### config.mk
export PLATFORM = sky130hd
export DESIGN_NAME = mbx_port
export DESIGN_NICKNAME = d
export VERILOG_FILES = /design/src/rtl/mbx_pkg.sv /design/src/rtl/mbx_ctrl.sv /design/src/rtl/mbx_dpath.sv /design/src/rtl/mbx_port.sv
export SDC_FILE = /design/constraint.sdc
export NUM_CORES = 1
export LEC_CHECK = 0
export ABC_AREA = 1
export BUFFER_PORTS_ARGS = -buffer_cell sky130_fd_sc_hd__buf_2
export CAP_MARGIN = 20
export CORE_MARGIN = 2
export CORE_UTILIZATION = 40
export DETAILED_ROUTE_END_ITERATION = 16
export GPL_TIMING_DRIVEN = 0
export MAX_ROUTING_LAYER = met4
export PLACE_DENSITY_LB_ADDON = 0.3
export SYNTH_ARGS = -nofsm -noshare
export SYNTH_HDL_FRONTEND = slang
export SYNTH_SLANG_ARGS = --single-unit
### constraint.sdc
create_clock -name clk -period 1.5 [get_ports clk]
set_clock_uncertainty 0.15 [all_clocks]
set_input_delay 0.075 -clock clk [delete_from_list [all_inputs] [get_ports clk]]
set_output_delay 0.075 -clock clk [all_outputs]
set_load 0.05 [all_outputs]
### src/rtl/mbx_pkg.sv
package mbx_pkg;
  typedef struct packed {
    logic loadByte;
    logic loadTag;
  } mbxStrobeT;
endpackage

### src/rtl/mbx_ctrl.sv
module mbx_ctrl
  import mbx_pkg::*;
#(
  parameter int ADDR_W    = 2,
  parameter int BYTE_ADDR = 0,
  parameter int TAG_ADDR  = 1
) (
  input  logic              clk,
  input  logic              rstN,
  input  logic              csN,
  input  logic              wrN,
  input  logic [ADDR_W-1:0] addr,
  input  logic              ackN,
  output mbxStrobeT         strobe,
  output logic              bufFull,
  output logic              cpuInt,
  output logic              overrun
);
  localparam logic [ADDR_W-1:0] BYTE_SEL = ADDR_W'(BYTE_ADDR);
  localparam logic [ADDR_W-1:0] TAG_SEL  = ADDR_W'(TAG_ADDR);

  logic wrAct, wrPrev, wrEvent, hitByte, hitTag, ackTake;

  assign wrAct   = !csN && !wrN;
  assign wrEvent = wrAct && !wrPrev;
  assign hitByte = wrEvent && (addr == BYTE_SEL);
  assign hitTag  = wrEvent && (addr == TAG_SEL);
  assign ackTake = !ackN && bufFull;

  always_comb begin
    strobe.loadByte = hitByte && !bufFull;
    strobe.loadTag  = hitTag && !bufFull;
  end

  always_ff @(posedge clk or negedge rstN) begin
    if (!rstN) begin
      wrPrev  <= 1'b0;
      bufFull <= 1'b0;
      cpuInt  <= 1'b0;
      overrun <= 1'b0;
    end else begin
      wrPrev <= wrAct;
      if (strobe.loadByte) begin
        bufFull <= 1'b1;
        cpuInt  <= 1'b1;
      end else if (ackTake) begin
        bufFull <= 1'b0;
        cpuInt  <= 1'b0;
      end
      if (hitByte && bufFull) overrun <= 1'b1;
    end
  end

  a_r4_int_matches_full: assert property (@(posedge clk) disable iff (!rstN)
    cpuInt == bufFull);
  a_r5_ack_drains: assert property (@(posedge clk) disable iff (!rstN)
    (bufFull && !ackN) |=> (!bufFull && !cpuInt));
  a_r3_byte_fills: assert property (@(posedge clk) disable iff (!rstN)
    (!csN && !wrN && !wrPrev && addr == BYTE_SEL && !bufFull) |=> bufFull);
  a_r6_single_event: assert property (@(posedge clk) disable iff (!rstN)
    wrEvent |=> !wrEvent);
  a_r7_overrun_sticky: assert property (@(posedge clk) disable iff (!rstN)
    overrun |=> overrun);
endmodule

### src/rtl/mbx_dpath.sv
module mbx_dpath
  import mbx_pkg::*;
#(
  parameter int DATA_W    = 8,
  parameter int TAG_W     = 4,
  parameter int ADDR_W    = 2,
  parameter int BYTE_ADDR = 0,
  parameter int TAG_ADDR  = 1,
  parameter int STAT_ADDR = 2
) (
  input  logic              clk,
  input  logic              rstN,
  input  mbxStrobeT         strobe,
  input  logic [DATA_W-1:0] dataIn,
  input  logic [ADDR_W-1:0] addr,
  input  logic              csN,
  input  logic              rdN,
  input  logic              bufFull,
  input  logic              overrun,
  output logic [DATA_W-1:0] byteQ,
  output logic [TAG_W-1:0]  tagQ,
  output logic [DATA_W-1:0] dataOut,
  output logic              dataOe
);
  localparam logic [ADDR_W-1:0] BYTE_SEL = ADDR_W'(BYTE_ADDR);
  localparam logic [ADDR_W-1:0] TAG_SEL  = ADDR_W'(TAG_ADDR);
  localparam logic [ADDR_W-1:0] STAT_SEL = ADDR_W'(STAT_ADDR);
  localparam int PAD_W  = DATA_W - TAG_W;
  localparam int ZERO_W = DATA_W - 2;

  logic [DATA_W-1:0] statusWord, tagWord;

  always_ff @(posedge clk or negedge rstN) begin
    if (!rstN) begin
      byteQ <= '0;
      tagQ  <= '0;
    end else begin
      if (strobe.loadByte) byteQ <= dataIn;
      if (strobe.loadTag)  tagQ  <= dataIn[TAG_W-1:0];
    end
  end

  assign statusWord = {!bufFull, overrun, {ZERO_W{1'b0}}};
  assign tagWord    = {{PAD_W{1'b0}}, tagQ};
  assign dataOe     = !csN && !rdN;

  always_comb begin
    dataOut = '0;
    if (dataOe) begin
      if (addr == BYTE_SEL)      dataOut = byteQ;
      else if (addr == TAG_SEL)  dataOut = tagWord;
      else if (addr == STAT_SEL) dataOut = statusWord;
    end
  end

  a_r11_hold_while_full: assert property (@(posedge clk) disable iff (!rstN)
    bufFull |=> (!bufFull || ($stable(byteQ) && $stable(tagQ))));
  a_r9_quiet_bus: assert property (@(posedge clk) disable iff (!rstN)
    (csN || rdN) |-> (dataOut == '0));
endmodule

### src/rtl/mbx_port.sv
module mbx_port
  import mbx_pkg::*;
#(
  parameter int DATA_W = 8,
  parameter int TAG_W  = 4,
  parameter int ADDR_W = 2
) (
  input  logic              clk,
  input  logic              rstN,
  input  logic              hostCsN,
  input  logic [ADDR_W-1:0] hostA,
  input  logic              hostRdN,
  input  logic              hostWrN,
  input  logic [DATA_W-1:0] hostDin,
  output logic [DATA_W-1:0] hostDout,
  output logic              hostDoe,
  input  logic              localAckN,
  output logic              obfN,
  output logic              localInt,
  output logic [DATA_W-1:0] mailByte,
  output logic [TAG_W-1:0]  mailTag,
  output logic              overrunFlag
);
  mbxStrobeT strobe;
  logic bufFull;

  mbx_ctrl #(.ADDR_W(ADDR_W)) u_ctrl (
    .clk(clk), .rstN(rstN), .csN(hostCsN), .wrN(hostWrN), .addr(hostA),
    .ackN(localAckN), .strobe(strobe), .bufFull(bufFull),
    .cpuInt(localInt), .overrun(overrunFlag)
  );

  mbx_dpath #(.DATA_W(DATA_W), .TAG_W(TAG_W), .ADDR_W(ADDR_W)) u_dpath (
    .clk(clk), .rstN(rstN), .strobe(strobe), .dataIn(hostDin), .addr(hostA),
    .csN(hostCsN), .rdN(hostRdN), .bufFull(bufFull), .overrun(overrunFlag),
    .byteQ(mailByte), .tagQ(mailTag), .dataOut(hostDout), .dataOe(hostDoe)
  );

  assign obfN = !bufFull;
endmodule

Yosys cells after proc, flatten, opt, wreduce, memory -nomap -nowiden
Cells that the tools add are included.
{ "classes": {"n_eq_ne": 2, "mux": 6, "n_reduce_logical": 17} }
{ "ops": {"columns": ["op", "count"], "rows": [
  ["$mux W8", 4],
  ["$logic_and A1 B1 Y1", 9],
  ["$logic_not A1 Y1", 6],
  ["$eq A2 B1 Y1 const B", 1],
  ["$eq A2 B2 Y1 const B", 1],
  ["$logic_not A2 Y1", 1],
  ["$mux W1", 2],
  ["$reduce_bool A2 Y1", 1]
]} }
{ "totals": {"register_bits": 15, "in_bits": 16} }

Depth between registers and ports, before layout
{ "logic_depth": {"ltp_word": 6, "mapped_depth": 6} }

Modules after synthesis
A second synthesis with hierarchy kept.
{ "hier_totals": {"cells_unflattened": 96, "area_unflattened_um2": 762.0} }
{ "modules_own_cells": {"columns": ["mod", "instances", "cells_each", "area_per_inst_um2"], "rows": [
  ["mbx_dpath", 1, 77, 608.1],
  ["mbx_ctrl", 1, 18, 150.1],
  ["mbx_port", 1, 1, 3.8]
]} }

Worst setup path before layout
No wires, ideal clock.
{ "synth_timing": {"kind": "register to output", "start": "register u_ctrl.bufFull", "end": "output port hostDout[7]", "t_arrival_ns": 1.820, "required_ns": 1.275, "slack_ns": -0.545, "stages_incl_launch_ff": 4, "cell_sequence": "dfrtp_1 -> inv_2 -> nand3_1 -> a21oi_1"} }
{ "synth_via": {"elab_chain_cells": 5} }
{ "synth_lines": {"columns": ["element", "line", "text"], "rows": [
  ["start, declared", "mbx_ctrl.sv:15", "output logic bufFull,"],
  ["start signal, assigned", "mbx_ctrl.sv:38", "bufFull <= 1'b0;"],
  ["start signal, assigned", "mbx_ctrl.sv:44", "bufFull <= 1'b1;"],
  ["start signal, assigned", "mbx_ctrl.sv:47", "bufFull <= 1'b0;"],
  ["$logic_not A1 Y1", null, null],
  ["net obfN", "mbx_port.sv:18", "output logic obfN,"],
  ["$mux W8", "mbx_dpath.sv:52", "else if (addr == STAT_SEL) dataOut = statusWord;"],
  ["$mux W8", "mbx_dpath.sv:51", "else if (addr == TAG_SEL) dataOut = tagWord;"],
  ["$mux W8", "mbx_dpath.sv:50", "if (addr == BYTE_SEL) dataOut = byteQ;"],
  ["$mux W8", "mbx_dpath.sv:49", "if (dataOe) begin"],
  ["end, declared", "mbx_port.sv:15", "output logic [DATA_W-1:0] hostDout,"]
]} }
The timed path passes the listed nets, and every way through them passes these cells.

Worst setup path after layout
{ "layout_timing": {"start": "register u_ctrl.bufFull", "end": "output port hostDout[7]"} }
{ "layout_via": {"elab_chain_cells": 5} }
{ "layout_lines": {"columns": ["element", "line", "text"], "rows": [
  ["$logic_not A1 Y1", "mbx_dpath.sv:43", "assign statusWord = {!bufFull, overrun, {ZERO_W{1'b0}}};"],
  ["$mux W8", "mbx_dpath.sv:52", null],
  ["$mux W8", "mbx_dpath.sv:51", null],
  ["$mux W8", "mbx_dpath.sv:50", null],
  ["$mux W8", "mbx_dpath.sv:49", null]
]} }
Every way passes these cells.

==> results.json <==
{
  "ys_warn_count": 0,
  "vias": 801,
  "ant_nets": 0,
  "ioPinCount": 40,
  "startpoint": "u_ctrl.bufFull",
  "total_power_mw": 1.36,
  "root_buffer": "clkbuf_4",
  "drtIter0Drc": 21,
  "reg2reg_setup_slack_ns": 0.24,
  "grt_overflow": 0,
  "cts_tree": "yes",
  "worstMarginPinSlew_ns": 0.338,
  "mappedNetlistArea_um2": 782,
  "netlist.area_leader.share": 0.480,
  "maxCapViolations": 0,
  "yosys.area.top_type": "dfrtp_1",
  "grt_usage": 0.197,
  "drc": 0,
  "yosys-top-cells-area": "dfrtp_1 (48%), nand2_1 (24%), nor2_8 (5.1%)",
  "critPathKind": "flip-flop to output pin",
  "hold_violations": 0,
  "syn_inst": 94,
  "h-tree-depth": 1,
  "fin_crit_sh": 0.955,
  "placementRows": 15,
  "clockBufferDepth": 2,
  "synth_commonest_cells": "nand2_1 (50), dfrtp_1 (15), a21oi_1 (6)",
  "p_int_mw": 0.734,
  "grt_max_degree": 16,
  "initial_core_util": 0.439,
  "synth-edff-count": 0,
  "r2r_start": "u_ctrl.bufFull",
  "power_switching_share": 0.460,
  "p_leak_nw": 0.656,
  "slew_headroom": 0.775,
  "io_buffers": 39,
  "cp.arrival_ns": 1.21,
  "syn_to_final_growth_pct": 57.6,
  "async_reset_ff_frac": 1.00,
  "place_congestion": 0.772,
  "grt_setup_unrepaired": "false",
  "fin_tns_setup_ns": 0,
  "p_comb_frac": 0.437,
  "maxSlewViolCount": 0,
  "insertedDiodeCount": 0,
  "yosysSeqAreaShare": 0.480,
  "synth-main-ff-cell": "dfrtp_1",
  "critPathCaptureType": "output pin",
  "avgSynthCellArea_um2": 8.32,
  "synth_nets": 110,
  "outcome": "finished clean",
  "antenna_found_initial": 0,
  "path_clk_slew_ns": 0.10,
  "fin_nets": 168,
  "first_pass_iters": 6,
  "p_sw_mw": 0.625,
  "post-route-cell-area_mm2": 0.00123,
  "via_per_inst": 4.55,
  "cts_sinks": 15,
  "grt_first_pass_wirelength_um": 3100,
  "period_minus_slack_ns": 1.43,
  "fp.dieH_um": 48.2,
  "yosysMostFrequentCell": "nand2_1",
  "worstHoldPathType": "primary input to flip-flop",
  "coreArea_mm2": 0.00178,
  "pwr-share-seq": 0.392,
  "peakVddDrop_mv": 0.706,
  "final-setup-viol-count": 0,
  "routed_wl_um": 2070,
  "clock_latency_ns": 0.28,
  "power_frac_clock": 0.170,
  "drive_gt1_frac": 0.417,
  "die-area_mm2": 0.00232,
  "ys_ff_latch": 15,
  "max_freq_mhz": 698,
  "die_w_um": 48.2,
  "p_per_area_mw_per_mm2": 1100,
  "post-dp-hpwl_um": 1470,
  "cts_made_buffers": 3,
  "hp-start": "hostCsN",
  "crit_required_ns": 1.27,
  "placed_area_mm2": 0.00105,
  "grt_pass1_vias": 744,
  "routedWlPerCell_um": 11.8,
  "synthDistinctLibCells": 17,
  "worstPathMaxFanout": 4,
  "cp-start-kind": "flip-flop"
}
worst paths after layout:
path | to | depth (start not counted)
setup / recovery | hostDout[7] | 4
hold / removal | u_ctrl.overrun | 4
setup reg to reg | u_dpath.byteQ[1] | 5
hold reg to reg | u_dpath.byteQ[6] | 2
max in group asynchronous | u_dpath.byteQ[6] | 2
min in group asynchronous | u_dpath.tagQ[2] | 2
routing by layer:
layer  global-route usage  routed length, um
met1                0.239                911
met2                0.342               1060
met3               0.0259                 89
met4               0.0486                 12
met5                    -                  0
per-stage QoR:
step | utilization | setup slack (ns) | hold slack [ns] | cells
2_1_floorplan | - | -0.0838 | -0.371 | 94
3_3_place_gp | 0.591 | 0.227 | -0.156 | 158
3_5_place_dp | 0.591 | 0.210 | -0.155 | 158
4_1_cts | 0.684 | 0.0354 | 0.0173 | 175
5_1_grt | 0.691 | 0.00990 | 0.0464 | 176
6_report | 0.691 | 0.0680 | 0.0123 | 176
critical path: stages, from the launching register on:
cell	delay, ns
dfrtp_1	0.43
inv_4	0.09
nand3_2	0.10
a21oi_4	0.15
buf_8	0.16
flip-flops by register name (all words and copies together), names as in the netlist:
signal          flops
u_ctrl.overrun      1
u_dpath.tagQ        4
u_dpath.byteQ       8
u_ctrl.wrPrev       1
u_ctrl.bufFull      1
cells by family after synthesis:
kind of cell,Yosys count,synth area share
AND/OR/NAND/NOR,64,0.422
flip-flops,15,0.480
AO/OA/AOI/OAI,7,0.0480
buffers and inverters,8,0.0496
cell usage in the layout (no fill, tap or decap):
| master | n |
|---|---|
| o21bai_1 | 1 |
| nand4_1 | 1 |
| buf_6 | 1 |
| buf_4 | 2 |
| nor2_8 | 2 |
| or2_1 | 1 |
| nand3_1 | 2 |
| dfrtp_1 | 15 |
| inv_1 | 5 |
| nand3_4 | 1 |
| buf_2 | 38 |
| buf_8 | 1 |
| nand3_2 | 1 |
| a21oi_4 | 2 |
| dlygate4sd3_1 | 12 |
| nand4_4 | 1 |
| nor2_4 | 2 |
| nand2_1 | 50 |
| nor2_2 | 3 |
| inv_4 | 1 |
| clkbuf_1 | 1 |
| a21oi_2 | 4 |
| clkbuf_4 | 4 |
what timing repair did:
action / in CTS / in global routing
gates resized for setup: 3 / 2
setup buffers: 1 / 1
hold endpoints to repair: 30 / 0
setup endpoints to repair: 1 / 2
hold buffers: 12 / 0
layout make-up:
| type | instances | area [um2] |
|---|---|---|
| Timing Repair Buffer | 53 | 343 |
| Buffer | 2 | 16.3 |
| Multi-Input combinational cell | 71 | 415 |
| Clock buffer | 4 | 26.3 |
| Tap cell | 25 | 31.3 |
| Fill cell | 162 | 551 |
| Sequential cell | 15 | 375 |
| Inverter | 6 | 25.0 |
power groups by stage:
| stage | sequential [mW] | combinational, mW | clock (mW) |
|---|---|---|---|
| final | 0.533 | 0.594 | 0.232 |
| after global routing | 0.544 | 0.634 | 0.252 |
| after global placement | 0.539 | 0.558 | 0 |
| after floorplan | 0.797 | 0.162 | 0 |
| after detailed placement | 0.540 | 0.566 | 0 |
| after CTS | 0.532 | 0.596 | 0.232 |
Note: power is estimated with default switching activity, not from simulation.
